<file path="src/rtl/dpra_pkg.sv">
package dpra_pkg;
  localparam int DATA_W   = 8;
  localparam int NUM_DR   = 5;
  localparam int IDX_W    = 3;
  localparam int IDX_LO   = 6;
  localparam int IDX_HI   = 7;
endpackage

</file>
<file path="src/rtl/dpra_arbiter.sv">
module dpra_arbiter #(
  parameter int IDX_W  = dpra_pkg::IDX_W,
  parameter int DATA_W = dpra_pkg::DATA_W
) (
  input  logic              clk,
  input  logic              rst_n,
  input  logic              hs_mode,
  input  logic              s_req,
  input  logic              s_wr,
  input  logic [IDX_W-1:0]  s_idx,
  input  logic [DATA_W-1:0] s_wdata,
  input  logic              p_req,
  input  logic              p_wr,
  input  logic [IDX_W-1:0]  p_idx,
  input  logic [DATA_W-1:0] p_wdata,
  output logic              grant_s,
  output logic              grant_p,
  output logic              acc_valid,
  output logic              acc_we,
  output logic [IDX_W-1:0]  acc_idx,
  output logic [DATA_W-1:0] acc_wdata,
  output logic              p_done,
  output logic              p_rdy,
  output logic              p_dtack_n,
  output logic              s_ack
);
  logic p_done_d;
  logic s_ack_d;

  // serial side has absolute priority
  always_comb begin
    grant_s   = s_req;
    grant_p   = p_req & ~s_req & ~p_done;
    acc_valid = grant_s | grant_p;
    if (grant_s) begin
      acc_we    = s_wr;
      acc_idx   = s_idx;
      acc_wdata = s_wdata;
    end else begin
      acc_we    = grant_p & p_wr;
      acc_idx   = p_idx;
      acc_wdata = p_wdata;
    end
    p_done_d  = p_req & (p_done | grant_p);
    s_ack_d   = grant_s;
    p_rdy     = ~(~hs_mode & p_req & ~p_done & s_req);
    p_dtack_n = ~(hs_mode & p_req & p_done);
  end

  always_ff @(posedge clk or negedge rst_n) begin
    if (!rst_n) begin
      p_done <= 1'b0;
      s_ack  <= 1'b0;
    end else begin
      p_done <= p_done_d;
      s_ack  <= s_ack_d;
    end
  end
endmodule

</file>
<file path="src/rtl/dpra_ifregs.sv">
module dpra_ifregs #(
  parameter int IDX_W  = dpra_pkg::IDX_W,
  parameter int DATA_W = dpra_pkg::DATA_W,
  parameter int NUM_DR = dpra_pkg::NUM_DR,
  parameter int IDX_LO = dpra_pkg::IDX_LO,
  parameter int IDX_HI = dpra_pkg::IDX_HI
) (
  input  logic                     clk,
  input  logic                     rst_n,
  input  logic                     acc_valid,
  input  logic                     acc_we,
  input  logic [IDX_W-1:0]         acc_idx,
  input  logic [DATA_W-1:0]        acc_wdata,
  input  logic                     grant_s,
  input  logic                     grant_p,
  output logic [DATA_W-1:0]        s_rdata,
  output logic [DATA_W-1:0]        p_rdata,
  output logic                     reg_we,
  output logic [2*DATA_W-1:0]      reg_waddr,
  output logic [NUM_DR*DATA_W-1:0] reg_wdata
);
  localparam logic [IDX_W-1:0] LO_SEL = IDX_W'(IDX_LO);
  localparam logic [IDX_W-1:0] HI_SEL = IDX_W'(IDX_HI);
  localparam logic [IDX_W-1:0] COMMIT_SEL = '0;

  logic [DATA_W-1:0] dr_q [NUM_DR];
  logic [DATA_W-1:0] lo_q, hi_q;
  logic [DATA_W-1:0] rd_byte;
  logic              commit_d;
  logic [NUM_DR*DATA_W-1:0] word_d;
  logic              wr_hit_lo, wr_hit_hi;

  genvar gi;
  generate
    for (gi = 0; gi < NUM_DR; gi++) begin : g_dr
      logic hit;
      assign hit = acc_valid & acc_we & (acc_idx == IDX_W'(gi));
      always_ff @(posedge clk or negedge rst_n) begin
        if (!rst_n)   dr_q[gi] <= '0;
        else if (hit) dr_q[gi] <= acc_wdata;
      end
    end
  endgenerate

  always_comb begin
    wr_hit_lo = acc_valid & acc_we & (acc_idx == LO_SEL);
    wr_hit_hi = acc_valid & acc_we & (acc_idx == HI_SEL);
    rd_byte = '0;
    if (acc_idx == LO_SEL)      rd_byte = lo_q;
    else if (acc_idx == HI_SEL) rd_byte = hi_q;
    else begin
      for (int i = 0; i < NUM_DR; i++)
        if (acc_idx == IDX_W'(i)) rd_byte = dr_q[i];
    end
    commit_d = acc_valid & acc_we & (acc_idx == COMMIT_SEL);
    word_d = '0;
    word_d[DATA_W-1:0] = acc_wdata;
    for (int i = 1; i < NUM_DR; i++)
      word_d[i*DATA_W +: DATA_W] = dr_q[i];
  end

  always_ff @(posedge clk or negedge rst_n) begin
    if (!rst_n) begin
      lo_q      <= '0;
      hi_q      <= '0;
      s_rdata   <= '0;
      p_rdata   <= '0;
      reg_we    <= 1'b0;
      reg_waddr <= '0;
      reg_wdata <= '0;
    end else begin
      if (wr_hit_lo) lo_q <= acc_wdata;
      if (wr_hit_hi) hi_q <= acc_wdata;
      if (grant_s)   s_rdata <= rd_byte;
      if (grant_p)   p_rdata <= rd_byte;
      reg_we <= commit_d;
      if (commit_d) begin
        reg_waddr <= {hi_q, lo_q};
        reg_wdata <= word_d;
      end
    end
  end
endmodule

</file>
<file path="src/rtl/dual_port_reg_arbiter.sv">
module dual_port_reg_arbiter #(
  parameter int IDX_W  = dpra_pkg::IDX_W,
  parameter int DATA_W = dpra_pkg::DATA_W,
  parameter int NUM_DR = dpra_pkg::NUM_DR
) (
  input  logic                     clk,
  input  logic                     rst_n,
  input  logic                     hs_mode,
  input  logic                     s_req,
  input  logic                     s_wr,
  input  logic [IDX_W-1:0]         s_idx,
  input  logic [DATA_W-1:0]        s_wdata,
  output logic [DATA_W-1:0]        s_rdata,
  output logic                     s_ack,
  input  logic                     p_req,
  input  logic                     p_wr,
  input  logic [IDX_W-1:0]         p_idx,
  input  logic [DATA_W-1:0]        p_wdata,
  output logic [DATA_W-1:0]        p_rdata,
  output logic                     p_rdy,
  output logic                     p_dtack_n,
  output logic                     reg_we,
  output logic [2*DATA_W-1:0]      reg_waddr,
  output logic [NUM_DR*DATA_W-1:0] reg_wdata
);
  logic              grant_s, grant_p, acc_valid, acc_we, p_done;
  logic [IDX_W-1:0]  acc_idx;
  logic [DATA_W-1:0] acc_wdata;

  dpra_arbiter #(.IDX_W(IDX_W), .DATA_W(DATA_W)) u_arb (
    .clk(clk), .rst_n(rst_n), .hs_mode(hs_mode),
    .s_req(s_req), .s_wr(s_wr), .s_idx(s_idx), .s_wdata(s_wdata),
    .p_req(p_req), .p_wr(p_wr), .p_idx(p_idx), .p_wdata(p_wdata),
    .grant_s(grant_s), .grant_p(grant_p), .acc_valid(acc_valid),
    .acc_we(acc_we), .acc_idx(acc_idx), .acc_wdata(acc_wdata),
    .p_done(p_done), .p_rdy(p_rdy), .p_dtack_n(p_dtack_n), .s_ack(s_ack)
  );

  dpra_ifregs #(.IDX_W(IDX_W), .DATA_W(DATA_W), .NUM_DR(NUM_DR)) u_regs (
    .clk(clk), .rst_n(rst_n), .acc_valid(acc_valid), .acc_we(acc_we),
    .acc_idx(acc_idx), .acc_wdata(acc_wdata), .grant_s(grant_s),
    .grant_p(grant_p), .s_rdata(s_rdata), .p_rdata(p_rdata),
    .reg_we(reg_we), .reg_waddr(reg_waddr), .reg_wdata(reg_wdata)
  );
endmodule

</file>
<file path="config.mk">
export PLATFORM = sky130hd
export DESIGN_NAME = dual_port_reg_arbiter
export DESIGN_NICKNAME = d
export VERILOG_FILES = /design/src/rtl/dpra_pkg.sv /design/src/rtl/dpra_arbiter.sv /design/src/rtl/dpra_ifregs.sv /design/src/rtl/dual_port_reg_arbiter.sv
export SDC_FILE = /design/constraint.sdc
export NUM_CORES = 1
export LEC_CHECK = 0
export BUFFER_PORTS_ARGS = -buffer_cell sky130_fd_sc_hd__buf_2
export CAP_MARGIN = 20
export CORE_MARGIN = 4
export CORE_UTILIZATION = 50
export DETAILED_ROUTE_END_ITERATION = 16
export GPL_ROUTABILITY_DRIVEN = 0
export PLACE_DENSITY = 0.86
export SLEW_MARGIN = 20
export SYNTH_ARGS = -nofsm -noshare
export SYNTH_HDL_FRONTEND = slang
export SYNTH_SLANG_ARGS = --single-unit
export TNS_END_PERCENT = 5
</file>
<file path="constraint.sdc">
create_clock -name clk -period 2 [get_ports clk]
set_clock_uncertainty 0.15 [all_clocks]
set_input_delay 0.4 -clock clk [delete_from_list [all_inputs] [get_ports clk]]
set_output_delay 0.4 -clock clk [all_outputs]
set_load 0.01 [all_outputs]
</file>
**Word-level counts from Yosys, hierarchy flattened**

Index checks and enable logic that the tools add are counted.

- Flip-flop bits (word level): 131
- Bits of input ports: 29
- Output and inout port bits: 76
- Word-level logic and storage cells: 55

- Equal/unequal tests: 6
- Mux-type cells: 10
- Bitwise operators: 24
- Reduce and logical (&&, ||, !) cells: 1

Operator list:

| cell | count |
|---|---|
| $mux 8 | 8 |
| $and 1x1->1 | 17 |
| $eq 3x3->1 const B | 3 |
| $eq 3x2->1 const B | 2 |
| $not 1->1 | 5 |
| $eq 3x1->1 const B | 1 |
| $logic_not 3->1 | 1 |
| $mux 3 | 1 |
| $or 1x1->1 | 2 |
| $mux 1 | 1 |

**Longest topological paths before layout**

- Depth after elaboration: 9
- Depth in mapped cells: 8
- Depth with buffers taken out: 5

**Hierarchy**

From an unflattened synthesis, not the netlist that was laid out.

- Cells, all modules: 382
- Area, all modules: 5,619.1 um^2

By module, submodules not included:

| module | instances | cells an instance | area each (um^2) | sequential area each (um^2) |
|---|---|---|---|---|
| dpra_ifregs | 1 | 356 | 5,320.1 | 3,027.9 |
| dpra_arbiter | 1 | 26 | 299.0 | 50.0 |

**Least setup slack after synthesis**

OpenSTA, ideal clock, no wires.

- Kind: input port to flip-flop
- Start: in s_req
- End: reg u_regs.reg_waddr[0]
- Setup time: 0.127 ns
- Data arrival time: 1.918 ns
- Required time: 1.723 ns
- Slack: -0.196 ns
- Stages: 7
- Buffers on the path: 3
- Cells stage by stage: buf_6 > nor4bb_4 > a21oi_4 > nor4_4 > buf_4 > buf_6 > mux2_1

- Word-level cells in the longest chain between the ends: 7
- Elaborated cells between the ends (all ways): 10
- Classes of those cells: mux (2); bitwise (7); reduce/logical (1)

RTL lines:

| element | line | text |
|---|---|---|
| from (decl) | dual_port_reg_arbiter.sv:9 | `input logic s_req,` |
| $not 1->1 | dpra_arbiter.sv:33 | `grant_p = p_req & ~s_req & ~p_done;` |
| $and 1x1->1 (2 in a row) | dpra_arbiter.sv:33 |  |
| $and 1x1->1 | dpra_arbiter.sv:40 | `acc_we = grant_p & p_wr;` |
| $mux 1 | dpra_arbiter.sv:35 | `if (grant_s) begin` |
| $and 1x1->1 | dpra_ifregs.sv:55 | `commit_d = acc_valid & acc_we & (acc_idx == COMMIT_SEL);` |
| $and 1x1->1 * | dpra_ifregs.sv:55 |  |
| to (signal assigned) | dpra_ifregs.sv:78 | `reg_waddr <= {hi_q, lo_q};` |
| to (decl) | dpra_ifregs.sv:19 | `output logic [2*DATA_W-1:0] reg_waddr,` |

Every way passes the cells marked *; elsewhere a longest branch is shown, timed or not.
A chain may end at the register's enable or synchronous reset.

**Final worst setup path**

- Start: reg u_arb.p_done
- End: reg u_regs.reg_waddr[7]

- Word-level cells in the longest chain between the ends: 6
- Elaborated cells between the ends (all ways): 7
- Classes of those cells: mux (1); bitwise (6)

RTL lines:

| element | line | text |
|---|---|---|
| from (decl) | dpra_arbiter.sv:22 | `output logic p_done,` |
| from (signal assigned) | dpra_arbiter.sv:55 | `p_done <= p_done_d;` |
| $not 1->1 * | dpra_arbiter.sv:33 |  |
| $and 1x1->1 * | dpra_arbiter.sv:33 |  |
| $and 1x1->1 | dpra_arbiter.sv:40 |  |
| $mux 1 | dpra_arbiter.sv:35 |  |
| $and 1x1->1 * (2 in a row) | dpra_ifregs.sv:55 |  |

Marks and branches as above.

==> results by group <==
Status
  – Run status: finished with violations
  – Failing checks: setup timing

Placed design
  – Post-DP HPWL: 10500 um
  – Post-place setup slack: -0.362 ns
  – Placement-stage cell area: around 6400 um^2
  – I/O Buffers: roughly 100

Run
  – Max-Cap Viols: 0

Drt
  – Drt pass-1 iters: 5
  – DRC violations left: 0
  – Post-route ant nets: 0
  – 1st-iter DRT viols: 256
  – Drt total wl: 14900 um
  – Vias: 4361
  – Wire per inst: 19.7 um
  – Vias per cell: 5.76

Yosys
  – Post-synth cell types: 37
  – Synth top area share: a little under three fifths
  – Ys async rst share: between 90% and 100%
  – Post-synth top area cell: dfrtp_1
  – Cell area after synthesis: approximately 5500 um^2
  – Syn Area/Cell: 11.8 um^2
  – Synth warn: 0
  – Sequential share of the synthesized area: 56.2%
  – Post-Syn Nets: slightly below 500
  – Synth top area cells: dfrtp_1, mux2_1, mux2i_1
  – Flop and latch count out of synthesis: between 100 and 150
  – Top_reg_cell synth: dfrtp_1
  – Synth Instances: 465
  – Post-synth EDFFs: 0

Finish
  – Commonest non-fill, non-tap cell in the layout: dfrtp_1
  – Area Overhead vs Synth: 30.0%
  – Final Instance Area: just over 7000 um^2
  – NumNets Final: ~640
  – Number of fill cells in the layout: 762
  – Share of cells above drive strength 1: between 30% and 40%
  – Commonest cells after routing, fill and taps aside: dfrtp_1, buf_2, nor2_1
  – # diodes: 0

Setup path
  – CP Launch Type: flip-flop
  – CP Buf/Inv Count: 2
  – R2R Setup Slk: -0.07 ns
  – Largest delay share family, worst path: simple AND/OR/NAND/NOR gates
  – Crit Path Category: flip-flop to flip-flop
  – Crit path DAT: 2.31 ns
  – Cell Chain, Critical Path: nor4bb_4 > a21oi_4 > nor4_4 > buf_6 > buf_12 > mux2_1
  – Data required, critical path: about 2.2 ns
  – Largest stage delay, worst path: about 0.43 ns
  – Reg2reg start: u_arb.p_done
  – CP startpoint: u_arb.p_done
  – Max FO, Critical Path: 16
  – Reg-to-reg endpoint: u_regs.reg_waddr[7]
  – CP endpoint kind: flip-flop
  – Slowest cell on the critical path: dfrtp_1
  – Reg2Reg Depth: 6

STA
  – Final period util: 104%
  – Final Max Slew Viols: 0
  – Worst Max-Slew Pin Slew: roughly 0.65 ns
  – Slew margin rel.: ~57%
  – Final worst slack: -0.0708 ns
  – FMAX: roughly 480 MHz
  – Final Hold Viols: 0
  – RSZ-0062 raised after global routing: true
  – Final setup fails: 49
  – Final min period: around 2.1 ns

Floorplanning
  – Die Y: around 110 um
  – Initial core utilization: a little over half
  – Top Ports: 105
  – Num rows: 37
  – Core Region: about 11000 um^2
  – Die X: 113 um
  – Die area: approximately 13000 um^2

Clocking
  – Worst-skew pair later-pin latency: 0.51 ns
  – H-tree depth: 4
  – CTS tree: yes
  – Root cell of the clock tree: clkbuf_8
  – Total clock buffers created by CTS: 17
  – CTS max path bufs: 2
  – Clock transition at the registers of the reported paths: ~0.06 ns
  – Clk sinks: 123

Power and ir drop
  – P per Cell Area: 1370 nW/um^2
  – Max IR drop VDD: roughly 0.64 mV
  – Leak pwr: around 3.3 nW

Min path
  – Hold worst-path end: u_arb.p_done
  – HP Class: primary input to flip-flop
  – Min-delay src: p_req
  – Worst hold path cell count: 2

GRT
  – Total GRT Usage: about a quarter
  – Initial antenna violation count: 0
  – Vias in the first global route: between 4k and 5k
  – Pin count of the biggest net entering global routing: between 100 and 150
  – First-pass GRT wire length: 23500 um
  – Overflow after GRT: 0
[final cells by class]
cell class	instances	area, um^2	area share [%]
inverters	2	7.51	0.105
well taps	136	170	2.39
repair buffers	156	1050	14.8
flip-flops and latches	123	3080	43.2
clock inverters	13	118	1.65
clock buffers	19	442	6.20
multi-input cells	308	2260	31.7
[flip-flops by register name (all words and copies together), names as in the netlist]
| signal | cells |
|---|---|
| u_regs.reg_wdata | 40 |
| u_regs.dr_q | 32 |
| u_regs.reg_waddr | 16 |
| u_regs.hi_q | 8 |
| u_regs.lo_q | 8 |
| u_regs.p_rdata | 8 |
| u_regs.s_rdata | 8 |
| u_arb.p_done | 1 |
| u_arb.s_ack | 1 |
| u_regs.reg_we | 1 |
[worst register-to-register path: stages (launching register included)]
cell and delay, ns:
dfrtp_1 0.43, nor4bb_4 0.33, a21oi_4 0.08, nor4_4 0.28, buf_6 0.18, buf_12 0.16
mux2_1 0.34
[synth_stat cells (2+ instances only)]
cell type	instances
a31oi_1	3
buf_6	7
buf_2	11
buf_4	12
o21ai_0	10
nor2_1	66
mux2_1	33
mux2i_1	36
o22ai_1	14
a21oi_1	65
o221ai_1	7
nor3_2	2
nor2b_1	2
nand3_1	11
nor4_4	4
dfrtp_1	123
inv_1	2
mux2i_4	2
mux2_2	18
nand2_1	20
[metal layers]
metal  up-vias  GRT usage [%]  wire length (um)
li1       1949              -                 -
met1      2162           31.3              6320
met2       208           37.0              7150
met3        42           5.78               921
met4         0           10.7               512
met5         -              0                 0
[per-stage QoR]
step	utilization, %	TNS [ns]	instances	hold slack, ns	total power [mW]
floorplan	-	-3.69	465	-0.0456	5.50
global placement	61.2	-18.73	723	0.0428	6.60
detailed placement	61.2	-27.66	723	0.0435	6.76
CTS	66.7	-2.97	756	0.0388	9.68
global route	67.8	-6.21	757	0.0494	10.3
finish	67.8	-2.15	757	0.0633	9.78
[worst max path at each step]
| stage | endpoint | slack (ns) | cells after the start |
|---|---|---|---|
| 2_1_floorplan | u_regs.reg_waddr[11] | -0.09 | 7 |
| 3_3_place_gp | u_regs.reg_wdata[28] | -0.26 | 7 |
| 3_5_place_dp | u_regs.p_rdata[3] | -0.36 | 9 |
| 4_1_cts | u_regs.reg_wdata[28] | -0.1 | 6 |
| 5_1_grt | u_regs.reg_waddr[14] | -0.15 | 6 |
| 6_report | u_regs.reg_waddr[7] | -0.07 | 6 |
[power by group]
part           switching (mW)  total, mW  internal (mW)  leakage (nW)
Clock                    1.13       2.84           1.72         0.263
Combinational            1.39       2.75           1.36          1.61
Sequential              0.737       4.19           3.45          1.45
[logic make-up after synthesis]
kind of cell           synth area share (%)
flip-flops                             56.2
AND/OR/NAND/NOR                        10.9
AO/OA/AOI/OAI                          10.5
multiplexers                           18.1
buffers and inverters                  4.36
[timing repair]
| item | in CTS | in global routing |
|---|---|---|
| resized for setup | 5 | 24 |
| buffers inserted | 0 | 0 |
| pin swaps | 3 | 1 |
| gates cloned | 0 | 1 |
| hold endpoints to repair | 123 | 0 |
| hold buffers | 1 | 0 |
| setup endpoints to repair | 62 | 69 |
Power figures use the tool's default switching activity.
